### src/rtl/lbist_pkg.sv
package lbist_pkg;
  typedef enum logic [1:0] {
    ST_IDLE  = 2'd0,
    ST_SHIFT = 2'd1,
    ST_CAPT  = 2'd2,
    ST_FIN   = 2'd3
  } lbist_state_e;
endpackage

### src/rtl/lbist_rst_sync.sv
module lbist_rst_sync (
  input  logic clk,
  input  logic rst_n,
  output logic rst_s_n
);
  logic [1:0] sync_q;

  always_ff @(posedge clk or negedge rst_n) begin
    if (!rst_n) sync_q <= 2'b00;
    else        sync_q <= {sync_q[0], 1'b1};
  end

  assign rst_s_n = sync_q[1];
endmodule

### src/rtl/lbist_lfsr.sv
module lbist_lfsr #(
  parameter int          W    = 16,
  parameter logic [W-1:0] TAPS = 16'hB400,
  parameter logic [W-1:0] SEED = 16'hACE1
) (
  input  logic         clk,
  input  logic         rst_n,
  input  logic         load,
  input  logic         adv,
  output logic [W-1:0] q
);
  logic [W-1:0] q_q;
  logic [W-1:0] q_nxt;

  always_comb begin
    q_nxt = q_q;
    if (load)     q_nxt = SEED;
    else if (adv) q_nxt = {q_q[W-2:0], ^(q_q & TAPS)};
  end

  always_ff @(posedge clk or negedge rst_n) begin
    if (!rst_n) q_q <= '0;
    else        q_q <= q_nxt;
  end

  assign q = q_q;
endmodule

### src/rtl/lbist_misr.sv
module lbist_misr #(
  parameter int          W    = 16,
  parameter int          NIN  = 4,
  parameter logic [W-1:0] TAPS = 16'hB400
) (
  input  logic           clk,
  input  logic           rst_n,
  input  logic           clr,
  input  logic           en,
  input  logic [NIN-1:0] din,
  output logic [W-1:0]   q
);
  logic [W-1:0] q_q;
  logic [W-1:0] q_nxt;
  logic [W-1:0] din_ext;

  assign din_ext = {{(W-NIN){1'b0}}, din};

  always_comb begin
    q_nxt = q_q;
    if (clr)     q_nxt = '0;
    else if (en) q_nxt = {q_q[W-2:0], ^(q_q & TAPS)} ^ din_ext;
  end

  always_ff @(posedge clk or negedge rst_n) begin
    if (!rst_n) q_q <= '0;
    else        q_q <= q_nxt;
  end

  assign q = q_q;
endmodule

### src/rtl/lbist_ctrl.sv
module lbist_ctrl
  import lbist_pkg::*;
#(
  parameter int W         = 16,
  parameter int NCH       = 4,
  parameter int CHAIN_LEN = 16,
  parameter int PCW       = 8,
  localparam int SCW      = (CHAIN_LEN > 1) ? $clog2(CHAIN_LEN) : 1
) (
  input  logic           clk,
  input  logic           rst_n,
  input  logic           start,
  input  logic [PCW-1:0] pat_count,
  input  logic [NCH-1:0] mask,
  input  logic [W-1:0]   expected,
  input  logic [W-1:0]   sig,
  output logic           seed_ld,
  output logic           gen_adv,
  output logic           cmp_en,
  output logic [NCH-1:0] msk,
  output logic           busy,
  output logic           done,
  output logic           pass,
  output logic           shift_en,
  output logic           capt_en
);
  localparam logic [SCW-1:0] LAST_BIT = SCW'(CHAIN_LEN - 1);

  lbist_state_e   st_q,  st_nxt;
  logic [SCW-1:0] sh_q,  sh_nxt;
  logic [PCW-1:0] ph_q,  ph_nxt;
  logic [PCW-1:0] cnt_q, cnt_nxt;
  logic [NCH-1:0] msk_q, msk_nxt;
  logic           done_q, done_nxt;
  logic           pass_q, pass_nxt;
  logic           start_ok;

  assign start_ok = start && (st_q == ST_IDLE);

  always_comb begin
    st_nxt   = st_q;
    sh_nxt   = sh_q;
    ph_nxt   = ph_q;
    cnt_nxt  = cnt_q;
    msk_nxt  = msk_q;
    pass_nxt = pass_q;
    done_nxt = 1'b0;
    case (st_q)
      ST_IDLE: begin
        if (start_ok) begin
          st_nxt   = ST_SHIFT;
          sh_nxt   = '0;
          ph_nxt   = '0;
          cnt_nxt  = pat_count;
          msk_nxt  = mask;
          pass_nxt = 1'b0;
        end
      end
      ST_SHIFT: begin
        if (sh_q == LAST_BIT) begin
          sh_nxt = '0;
          st_nxt = (ph_q == cnt_q) ? ST_FIN : ST_CAPT;
        end else begin
          sh_nxt = sh_q + SCW'(1);
        end
      end
      ST_CAPT: begin
        st_nxt = ST_SHIFT;
        ph_nxt = ph_q + PCW'(1);
      end
      ST_FIN: begin
        st_nxt   = ST_IDLE;
        done_nxt = 1'b1;
        pass_nxt = (sig == expected);
      end
      default: st_nxt = ST_IDLE;
    endcase
  end

  always_ff @(posedge clk or negedge rst_n) begin
    if (!rst_n) begin
      st_q   <= ST_IDLE;
      sh_q   <= '0;
      ph_q   <= '0;
      cnt_q  <= '0;
      msk_q  <= '0;
      done_q <= 1'b0;
      pass_q <= 1'b0;
    end else begin
      st_q   <= st_nxt;
      sh_q   <= sh_nxt;
      ph_q   <= ph_nxt;
      cnt_q  <= cnt_nxt;
      msk_q  <= msk_nxt;
      done_q <= done_nxt;
      pass_q <= pass_nxt;
    end
  end

  assign seed_ld  = start_ok;
  assign shift_en = (st_q == ST_SHIFT);
  assign capt_en  = (st_q == ST_CAPT);
  assign gen_adv  = shift_en;
  assign cmp_en   = shift_en && (ph_q != '0);
  assign msk      = msk_q;
  assign busy     = (st_q != ST_IDLE);
  assign done     = done_q;
  assign pass     = pass_q;
endmodule

### src/rtl/lbist_engine.sv
module lbist_engine #(
  parameter int           W         = 16,
  parameter int           NCH       = 4,
  parameter int           CHAIN_LEN = 16,
  parameter int           PCW       = 8,
  parameter logic [W-1:0] TAPS      = 16'hB400,
  parameter logic [W-1:0] SEED      = 16'hACE1
) (
  input  logic           clk,
  input  logic           rst_n,
  input  logic           start,
  input  logic [PCW-1:0] pat_count,
  input  logic [NCH-1:0] mask,
  input  logic [W-1:0]   expected,
  output logic           busy,
  output logic           done,
  output logic           pass,
  output logic [W-1:0]   signature,
  output logic           shift_en,
  output logic           capt_en,
  output logic [NCH-1:0] chain_si,
  input  logic [NCH-1:0] chain_so
);
  localparam int STRIDE = W / NCH;

  logic           rst_s_n;
  logic           seed_ld;
  logic           gen_adv;
  logic           cmp_en;
  logic [NCH-1:0] msk;
  logic [NCH-1:0] cmp_in;
  logic [W-1:0]   gen_q;
  logic [W-1:0]   sig_q;

  lbist_rst_sync u_rst (
    .clk     (clk),
    .rst_n   (rst_n),
    .rst_s_n (rst_s_n)
  );

  lbist_ctrl #(
    .W(W), .NCH(NCH), .CHAIN_LEN(CHAIN_LEN), .PCW(PCW)
  ) u_ctrl (
    .clk       (clk),
    .rst_n     (rst_s_n),
    .start     (start),
    .pat_count (pat_count),
    .mask      (mask),
    .expected  (expected),
    .sig       (sig_q),
    .seed_ld   (seed_ld),
    .gen_adv   (gen_adv),
    .cmp_en    (cmp_en),
    .msk       (msk),
    .busy      (busy),
    .done      (done),
    .pass      (pass),
    .shift_en  (shift_en),
    .capt_en   (capt_en)
  );

  lbist_lfsr #(.W(W), .TAPS(TAPS), .SEED(SEED)) u_gen (
    .clk   (clk),
    .rst_n (rst_s_n),
    .load  (seed_ld),
    .adv   (gen_adv),
    .q     (gen_q)
  );

  for (genvar k = 0; k < NCH; k++) begin : g_tap
    assign chain_si[k] = gen_q[k*STRIDE];
    assign cmp_in[k]   = chain_so[k] & ~msk[k];
  end

  lbist_misr #(.W(W), .NIN(NCH), .TAPS(TAPS)) u_sig (
    .clk   (clk),
    .rst_n (rst_s_n),
    .clr   (seed_ld),
    .en    (cmp_en),
    .din   (cmp_in),
    .q     (sig_q)
  );

  assign signature = sig_q;
endmodule

### config.mk
export PLATFORM = sky130hd
export DESIGN_NAME = lbist_engine
export DESIGN_NICKNAME = d
export VERILOG_FILES = /design/src/rtl/lbist_pkg.sv /design/src/rtl/lbist_rst_sync.sv /design/src/rtl/lbist_lfsr.sv /design/src/rtl/lbist_misr.sv /design/src/rtl/lbist_ctrl.sv /design/src/rtl/lbist_engine.sv
export SDC_FILE = /design/constraint.sdc
export NUM_CORES = 1
export LEC_CHECK = 0
export ABC_AREA = 1
export BUFFER_PORTS_ARGS = -buffer_cell sky130_fd_sc_hd__clkbuf_2
export CORE_MARGIN = 1.5
export CORE_UTILIZATION = 59
export CTS_BUF_LIST = sky130_fd_sc_hd__clkbuf_4 sky130_fd_sc_hd__clkbuf_8 sky130_fd_sc_hd__clkbuf_16
export CTS_CLUSTER_DIAMETER = 50
export DETAILED_ROUTE_END_ITERATION = 7
export HOLD_SLACK_MARGIN = 0.05
export PLACE_DENSITY = 0.93
export SLEW_MARGIN = 10
export SYNTH_ARGS = -nofsm -noshare
export SYNTH_HDL_FRONTEND = slang
export SYNTH_SLANG_ARGS = --single-unit
### constraint.sdc
create_clock -name clk -period 4 [get_ports clk]
set_clock_uncertainty 0.05 [all_clocks]
set_input_delay 0.8 -clock clk [delete_from_list [all_inputs] [get_ports clk]]
set_output_delay 0.8 -clock clk [all_outputs]
set_load 0.005 [all_outputs]
==> results.md, run 1 <==
* Status: complete, no violations
* EDFF count, synth at 0
* RSZ-0062 raised after global routing: false
* Worst setup margin at 1.47 ns
* Setup Buffers After CTS at 0
* Worst Reg-to-Reg Cells at 6
* DP HPWL at approximately 4800 um
* Hold Path Class: in -> async
* Hold Buf Count CTS at 0
* Num rows at 25
* Async set or reset register ratio after synthesis at 1.00
* Max Clock Freq at 0.396 GHz
* Reg clk slew, reported paths at roughly 0.060 ns
* Fin crit period at between 2 and 3 ns
* Max cap viols at 0
* Final period util at 0.631
* Synthesized net count at 390
* Clock latency on the worst-skew pair at 0.35 ns
* Top Ports at 60
* DR WL/cell at approximately 14 um
* Clock sinks at 62
* CP Capture Type: primary output
* Placer Congestion at between 0.8 and 0.9
* Netlist cell types at 26
* DRC viols at 0
* Antenna Violating Nets Remaining at 0
* Share of post-route cells with drive strength above 1 at 0.210
* Drt pass-1 iters at 4
* Gr usage total at 0.260
* Synth warn at 0
* R2R Setup Slk at between 2 and 2.5 ns
* Pwr/cell area at 757 mW/mm^2
* GRT overflow at 0
* Vias in the first global route at 2442
* WL final at 6700 um
* Synth area leaders: dfrtp_1, nand2_1, inv_1
* Die W at 74.5 um
* Vias at 2575
* CP cell instances: inv_1, nand2_1, inv_2, clkbuf_2
* Synth Register Bits at 62
* Worst path max stage delay at about 0.4 ns
* TritonCTS clock tree: yes
* Most frequent cell after synthesis: nand2_1
* Max rail drop VDD at approximately 0.66 mV
* Setup WS pre-CTS at 1.75 ns
* Arrival @ worst endpoint at between 1.5 and 2 ns
* Synth Instances at 352
* CP Max Fanout at 14
* Chip Height at 74.5 um
* Worst path required time at 3.15 ns
* Slew Viols, Final at 0
* Largest net degree at the start of global routing at 33
* CTS max path bufs at 2
* Worst Tran Pin Value at 0.661 ns
* Worst R2R End: u_ctrl.ph_q[5]$_DFFE_PN0P_
* Max stage delay cell, worst path: dfrtp_1
* First-pass GRT wire length at 10500 um
* Register area share after synthesis at 0.514
* R2r startpoint: u_ctrl.st_q[0]$_DFFE_PN0P_
* Num CTS Buffers at 9
* DRC marker count from the first detailed-route iteration at between 150 and 200
* CP startpoint kind: flip-flop
* Starting Density at 0.626
* Share of the synthesized area in the top cell type at 0.514
* Final Hold Fails at 0
* Diodes inserted at 0
* CP Class: reg -> out
* Die footprint at 0.00555 mm^2
* Setup tns final at 0 ns
* Hold WS at 0.183 ns
* Main synth FF type: dfrtp_1
* Post-DR vias/cell at 5.34
* Top cells by count, synth: nand2_1, dfrtp_1, inv_1
* Fill count at 371
* Post-Syn Area at 0.00302 mm^2
* Syn Area/Cell at 8.57 um^2
* Slew headroom at 0.559
* Resized cells post-CTS at 0
* H-tree lvl count at 3
* Syn-to-layout area delta at 16.0%
* Lkg Pwr at 1.83 nW
* Core area at ~0.0048 mm^2
* Finish-stage setup viols at 0
* Initial antenna violation count at 0
* Dominant cell type by area after synthesis: dfrtp_1
* CTS root buf: clkbuf_8
* Nets at ~450
* Buffers on Ports at 59
-- worst max path at each step --
stage	startpoint	end	slack, ns	depth (start not counted)
3_3_place_gp	start	u_ctrl.ph_q[5]$_DFFE_PN0P_	1.86	6
6_report	u_ctrl.st_q[1]$_DFFE_PN0P_	shift_en	1.47	4
5_1_grt	u_ctrl.st_q[1]$_DFFE_PN0P_	shift_en	1.36	4
4_1_cts	u_ctrl.st_q[1]$_DFFE_PN0P_	shift_en	1.48	4
3_5_place_dp	start	u_ctrl.ph_q[5]$_DFFE_PN0P_	1.75	6
2_1_floorplan	u_rst.sync_q[1]$_DFF_PN0_	u_ctrl.cnt_q[0]$_DFFE_PN0P_	2.10	0
-- power by group --
| part | switching (mW) | total [mW] | internal [mW] |
|---|---|---|---|
| clock network | 0.236 | 0.516 | 0.280 |
| logic | 0.638 | 1.07 | 0.427 |
| registers | 0.188 | 1.07 | 0.878 |
-- metrics by stage --
step | instances | cell area (um^2) | util | power (mW)
2_1_floorplan | 352 | 3020 | - | 1.88
3_3_place_gp | 466 | 3310 | 0.687 | 2.06
3_5_place_dp | 466 | 3310 | 0.687 | 2.13
4_1_cts | 482 | 3500 | 0.726 | 2.65
5_1_grt | 482 | 3500 | 0.726 | 2.84
6_report | 482 | 3500 | 0.726 | 2.65
-- layer usage --
| metal | part of all wire | up-vias | track usage |
|---|---|---|---|
| met1 | 0.42 | 1213 | 0.306 |
| met2 | 0.49 | 102 | 0.436 |
| li1 | - | 1240 | - |
| met5 | 0 | - | 0 |
| met4 | 0.030 | 0 | 0.160 |
| met3 | 0.057 | 20 | 0.0583 |
-- cells by family after synthesis --
kind of cell             Yosys count  share of synthesized area
XOR/XNOR                          18                     0.0523
AO/OA/AOI/OAI                     68                      0.134
flip-flops                        62                      0.514
adder cells (fa/ha/maj)            3                     0.0124
buffers and inverters             73                      0.107
AND/OR/NAND/NOR                  127                      0.179
other                              1                    0.00124
-- worst max-delay path: cells and delay by family (launching register included) --
kind / cells / cell delay [ns]
DFF: 1 / 0.40
and+or+nand+nor: 1 / 0.31
buffers and inverters: 3 / 0.61
-- registers in the layout, indices dropped and copies added (netlist names) --
signal        count
u_rst.sync_q      2
u_ctrl.pass       1
u_ctrl.ph_q       8
u_ctrl.sh_q       4
u_ctrl.done       1
u_sig.q          16
u_ctrl.msk        4
u_ctrl.st_q       2
u_gen.q          16
u_ctrl.cnt_q      8
-- layout by cell type, fill, tap and decap left out, drive strengths merged, types with 3 or more instances in the layout --
cell type and n:
ha 3, nand3 16, xor2 8, inv 60
nor2 26, o22ai 22, xnor2 10, or2 3
o21ai 29, a21oi 8, nand4 3, a22oi 6
dfrtp 62, clkbuf 72, nand2 77
-- final cells by class --
type	count	area [um^2]	area share
well taps	67	83.8	0.0240
repair buffers	60	303	0.0866
clock buffers	13	173	0.0494
clock inverters	3	17.5	0.00501
multi-input cells	217	1140	0.327
flip-flops and latches	62	1550	0.444
inverters	60	225	0.0644
(Power assumes the default switching activity.)
==> run 2, diff against run 1 <==
--- a/config.mk
+++ b/config.mk
@@ -8,12 +8,12 @@
 export ABC_AREA = 1
 export BUFFER_PORTS_ARGS = -buffer_cell sky130_fd_sc_hd__clkbuf_2
 export CORE_MARGIN = 1.5
-export CORE_UTILIZATION = 59
+export CORE_UTILIZATION = 55
 export CTS_BUF_LIST = sky130_fd_sc_hd__clkbuf_4 sky130_fd_sc_hd__clkbuf_8 sky130_fd_sc_hd__clkbuf_16
 export CTS_CLUSTER_DIAMETER = 50
 export DETAILED_ROUTE_END_ITERATION = 7
 export HOLD_SLACK_MARGIN = 0.05
-export PLACE_DENSITY = 0.93
+export PLACE_DENSITY = 0.88
 export SLEW_MARGIN = 10
 export SYNTH_ARGS = -nofsm -noshare
 export SYNTH_HDL_FRONTEND = slang
==> constraint.sdc (replaced) <==
create_clock -name clk -period 2.55 [get_ports clk]
set_clock_uncertainty 0.05 [all_clocks]
set_input_delay 0.51 -clock clk [delete_from_list [all_inputs] [get_ports clk]]
set_output_delay 0.51 -clock clk [all_outputs]
set_load 0.005 [all_outputs]
==> run 2 against run 1 <==
Effect of this change:
- global-route usage fell by 2.4 points
- sequential power rose by 55%
- sequential cell count did not move
- die area rose by 7.0%
- first-iteration DRC count fell by 19%
- clock-buffer cell count did not move
- critical endpoint unchanged
- largest cell class unchanged
- largest power group unchanged
==> results.md, run 2 (same netlist as run 1, synthesis figures left out) <==
* CP Capture Type: primary output
* Met1 GRT Util at 0.297
* Hold WS at 0.230 ns
* Slew Viols, Final at 0
* Starting Density at 0.580
* Die W at 77.1 um
* Pwr/cell area at 1160 mW/mm^2
* Vias in the first global route at roughly 2500
* Worst path max stage delay at between 0.3 and 0.4 ns
* Max cap viols at 0
* Share of post-route cells with drive strength above 1 at 0.209
* Max Clock Freq at 0.500 GHz
* Finish-stage setup viols at 0
* Clock sinks at 62
* Most frequent cells in the layout: nand2_1, dfrtp_1, clkbuf_2, inv_1, o21ai_0
* Hold Buf Count CTS at 1
* Busiest grt layer: met2
* Die footprint at 0.00594 mm^2
* CTS root buf: clkbuf_8
* Final instance area at about 0.0035 mm^2
* Lkg Pwr at 1.84 nW
* First-pass GRT wire length at 11000 um
* Hold Path Class: reg -> async
* Final period util at 0.785
* Slew headroom at 0.586
* CP startpoint kind: flip-flop
* DRC viols at 0
* Worst path required time at 1.99 ns
* Fin util at 0.678
* Placer Congestion at 0.932
* Internal at 2.49 mW
* Worst Setup SP: u_ctrl.st_q[1]$_DFFE_PN0P_
* CTS max path bufs at 2
* CP Class: reg -> out
* Max stage delay cell, worst path: dfrtp_1
* CP Max Fanout at 14
* TritonCTS clock tree: yes
* Comb pwr share at 0.405
* Buffers on Ports at 59
* Largest net degree at the start of global routing at 35
* Sequential power share at 0.405
* Total power at 4.10 mW
* Resized cells post-CTS at 0
* RSZ-0062 raised after global routing: false
* Initial antenna violation count at 0
* R2R Setup Slk at 0.75 ns
* H-tree lvl count at 3
* R2r startpoint: u_ctrl.st_q[0]$_DFFE_PN0P_
* Setup tns final at 0 ns
* DR WL/cell at 13.0 um
* Reg clk slew, reported paths at 0.06 ns
* Switching Power at approximately 1.6 mW
* CP cell instances: inv_1, nand2_1, buf_4, inv_2, clkbuf_2
* Gr usage total at 0.236
* Switching portion of total power at 0.392
* WL final at 6310 um
* Num CTS Buffers at 9
* GRT overflow at 0
* Diodes inserted at 0
* Vias at 2507
* Setup Buffers After CTS at 0
* Num rows at 26
* Clk pwr share at 0.191
* Fin crit period at 2.00 ns
* Multi-input gate area in the final layout at 0.00114 mm^2
* Met3 Track Usage GR at 0.0488
* Clock latency on the worst-skew pair at between 0.3 and 0.4 ns
* Worst Tran Pin Value at roughly 0.62 ns
* Syn-to-layout area delta at 16.9%
* DP Area at 0.00334 mm^2
* DP HPWL at 4620 um
* Register cell area after layout at 0.00155 mm^2
* Final Hold Fails at 0
* Drt pass-1 iters at 4
* Nets at 451
* Arrival @ worst endpoint at 1.44 ns
* Met2 usage at 0.388
* Fill count at 435
* DRC marker count from the first detailed-route iteration at 156
* Commonest non-fill, non-tap cell in the layout: nand2_1
* Chip Height at between 70 and 80 um
* Antenna Violating Nets Remaining at 0
* Top Ports at 60
* Core area at 0.00520 mm^2
* Post-DR vias/cell at 5.16
* Status: complete, no violations
* Max rail drop VDD at approximately 0.7 mV
-- run 2: cell types whose count changed in the layout (fill, tap and decap cells not counted), sizes merged --
cell,delta
buf,+2
clkinv,-1
clkinvlp,-1
dlygate4sd3,+1
-- run 2: final cells by class --
cell class,instances,share of cell area
clock inverter,1,0.00142
timing repair buffer,63,0.0965
multi-input combinational,217,0.324
clock buffer,13,0.0490
sequential,62,0.440
tap,70,0.0248
inverter,60,0.0639
-- run 2: power by group through the flow --
| stage | sequential [mW] | clock, mW | combinational (mW) |
|---|---|---|---|
| 6_report | 1.66 | 0.782 | 1.66 |
| 4_1_cts | 1.66 | 0.795 | 1.66 |
| 5_1_grt | 1.70 | 0.844 | 1.91 |
| 3_3_place_gp | 1.66 | 0 | 1.59 |
| 3_5_place_dp | 1.67 | 0 | 1.66 |
| 2_1_floorplan | 1.62 | 0 | 1.32 |
-- run 2: layer usage --
| layer | share of wire | vias to the layer above |
|---|---|---|
| met5 | 0 | - |
| met4 | 0.014 | 0 |
| met3 | 0.049 | 10 |
| met2 | 0.48 | 58 |
| met1 | 0.46 | 1201 |
| li1 | - | 1238 |
-- run 2: final timing paths --
path / end / cells after the start
worst max register to register: u_ctrl.ph_q[5]$_DFFE_PN0P_ / 7
max in group asynchronous: u_ctrl.pass$_DFFE_PN0P_ / 1
min in group clk: u_rst.sync_q[1]$_DFF_PN0_ / 0
worst min-delay path: u_ctrl.ph_q[1]$_DFFE_PN0P_ / 0
worst max-delay path: shift_en / 5
worst min register to register: u_ctrl.ph_q[1]$_DFFE_PN0P_ / 0
-- run 2: critical path, delay by kind of cell (launching register included) --
family        cells  cell delay, ns
simple gates      1            0.05
buf+inv           4            0.66
flops             1            0.39
-- run 2: stage by stage --
stage,worst slack [ns],std cells
after floorplan,0.646,352
after detailed placement,0.721,471
final,0.548,486
after global routing,0.483,486
after CTS,0.543,486
after global placement,0.858,471
==> run 3, diff against run 2 <==
==> constraint.sdc (replaced) <==
create_clock -name clk -period 1.9 [get_ports clk]
set_clock_uncertainty 0.05 [all_clocks]
set_input_delay 0.38 -clock clk [delete_from_list [all_inputs] [get_ports clk]]
set_output_delay 0.38 -clock clk [all_outputs]
set_load 0.005 [all_outputs]
==> run 3 against run 2 <==
Effect of this change:
- cell count increased by 0.82%
- wire length increased by 1.8%
- critical path depth decreased by 1
- global-route usage increased by 0.16 points
- highest routed layer unchanged
==> results.md, run 3 (same netlist as run 1, synthesis figures left out) <==
* Clock sinks at 62
* CP Max Fanout at 14
* Worst path required time at around 1.5 ns
* Final Hold Fails at 0
* Nets at 453
* Fin crit period at 1.74 ns
* Hold Path Sink: u_ctrl.cnt_q[5]$_DFFE_PN0P_
* Hold Path Origin: pat_count[5]
* Share of post-route cells with drive strength above 1 at 0.219
* Arrival @ worst endpoint at 1.31 ns
* Clock latency on the worst-skew pair at 0.34 ns
* Max rail drop VDD at approximately 0.98 mV
* Vias in the first global route at ~2500
* Finish-stage setup viols at 0
* Commonest non-fill, non-tap cell in the layout: nand2_1
* CTS max path bufs at 2
* Buffers on Ports at 59
* Max Clock Freq at 0.574 GHz
* CP Capture Type: primary output
* Hold WS at around 0.19 ns
* DRC viols at 0
* Largest net degree at the start of global routing at 32
* CP Class: reg -> out
* Fill count at 424
* Slew Viols, Final at 0
* GRT overflow at 0
* Max cap viols at 0
* CTS root buf: clkbuf_8
* Die footprint at between 0.005 and 0.006 mm^2
* Antenna Violating Nets Remaining at 0
* TritonCTS clock tree: yes
* Hold Path Class: in -> reg
* Die W at 77.1 um
* R2r startpoint: u_ctrl.ph_q[1]$_DFFE_PN0P_
* Vias at 2524
* Post-DR vias/cell at ~5.2
* Placer Congestion at 0.843
* Num CTS Buffers at 9
* DP HPWL at 4650 um
* RSZ-0062 raised after global routing: false
* Top Ports at 60
* Chip Height at around 77 um
* Lkg Pwr at between 1.5 and 2 nW
* R2R Setup Slk at 0.35 ns
* Gr usage total at 0.238
* DP Area at ~0.0033 mm^2
* Worst R2R End: u_sig.q[9]$_DFFE_PN0P_
* Num rows at 26
* Core area at 0.00520 mm^2
* Final period util at 0.917
* Diodes inserted at 0
* DRC marker count from the first detailed-route iteration at around 190
* Pwr/cell area at 1560 mW/mm^2
* Setup Buffers After CTS at 0
* WL final at ~6400 um
* Final instance area at 0.00353 mm^2
* CP startpoint kind: flip-flop
* Drt pass-1 iters at 4
* First-pass GRT wire length at 11000 um
* Reg clk slew, reported paths at 0.06 ns
* Starting Density at 0.580
* Syn-to-layout area delta at 17.0%
* Setup tns final at 0 ns
* Worst setup margin at between 0.15 and 0.2 ns
* Setup WS pre-CTS at 0.383 ns
* DR WL/cell at between 10 and 15 um
* Most frequent cells in the layout: nand2_1, dfrtp_1, clkbuf_2, inv_1, o21ai_0
* Worst Reg-to-Reg Cells at 6
* H-tree lvl count at 3
* Worst Hold Path Cells at 3
* Initial antenna violation count at 0
* Status: complete, no violations
[run 3: layout make-up]
class	instances	area (um^2)	area share
repair buffers	65	343	0.0971
flip-flops and latches	62	1550	0.440
clock buffers	12	153	0.0432
well taps	70	87.6	0.0248
multi-input cells	217	1150	0.325
clock inverters	4	22.5	0.00638
inverters	60	225	0.0638
[run 3: worst max-delay path by stage]
stage	start	to	slack, ns	cells after the start
2_1_floorplan	u_ctrl.ph_q[0]$_DFFE_PN0P_	u_sig.q[13]$_DFFE_PN0P_	0.59	6
3_3_place_gp	u_ctrl.st_q[0]$_DFFE_PN0P_	capt_en	0.46	2
3_5_place_dp	u_ctrl.ph_q[0]$_DFFE_PN0P_	u_sig.q[9]$_DFFE_PN0P_	0.38	6
4_1_cts	u_ctrl.st_q[0]$_DFFE_PN0P_	capt_en	0.1	2
5_1_grt	u_ctrl.st_q[1]$_DFFE_PN0P_	shift_en	0.10	4
6_report	u_ctrl.st_q[1]$_DFFE_PN0P_	shift_en	0.16	4
[run 3: what timing repair did]
action | in CTS | in global routing
setup endpoints to repair | 0 | 1
hold buffers | 1 | 0
hold endpoints to repair | 2 | 0
resized for setup | 0 | 1
[run 3: power breakdown]
group / leakage, nW / total, mW / internal [mW] / switching (mW)
Combinational: 0.969 / 2.26 / 0.923 / 1.34
Clock: 0.0930 / 1.03 / 0.531 / 0.499
Sequential: 0.786 / 2.22 / 1.85 / 0.372
[run 3: worst max-delay path: stages (launching register included)]
cell and delay (ns):
dfrtp_1 0.39, inv_1 0.09, nand2_1 0.08, inv_2 0.23, clkbuf_2 0.17
[run 3: per-layer routing]
layer / part of all wire / global-route usage / vias up / routed length [um]
li1: - / - / 1242 / -
met1: 0.45 / 0.298 / 1194 / 2890
met2: 0.48 / 0.393 / 71 / 3060
met3: 0.047 / 0.0571 / 17 / 299
met4: 0.027 / 0.104 / 0 / 174
met5: 0 / 0 / - / 0
[run 3: metrics by stage]
step | power, mW | util | instances
2_1_floorplan | 3.95 | - | 352
3_3_place_gp | 4.34 | 0.642 | 473
3_5_place_dp | 4.46 | 0.642 | 473
4_1_cts | 5.52 | 0.678 | 490
5_1_grt | 5.97 | 0.678 | 490
6_report | 5.51 | 0.678 | 490
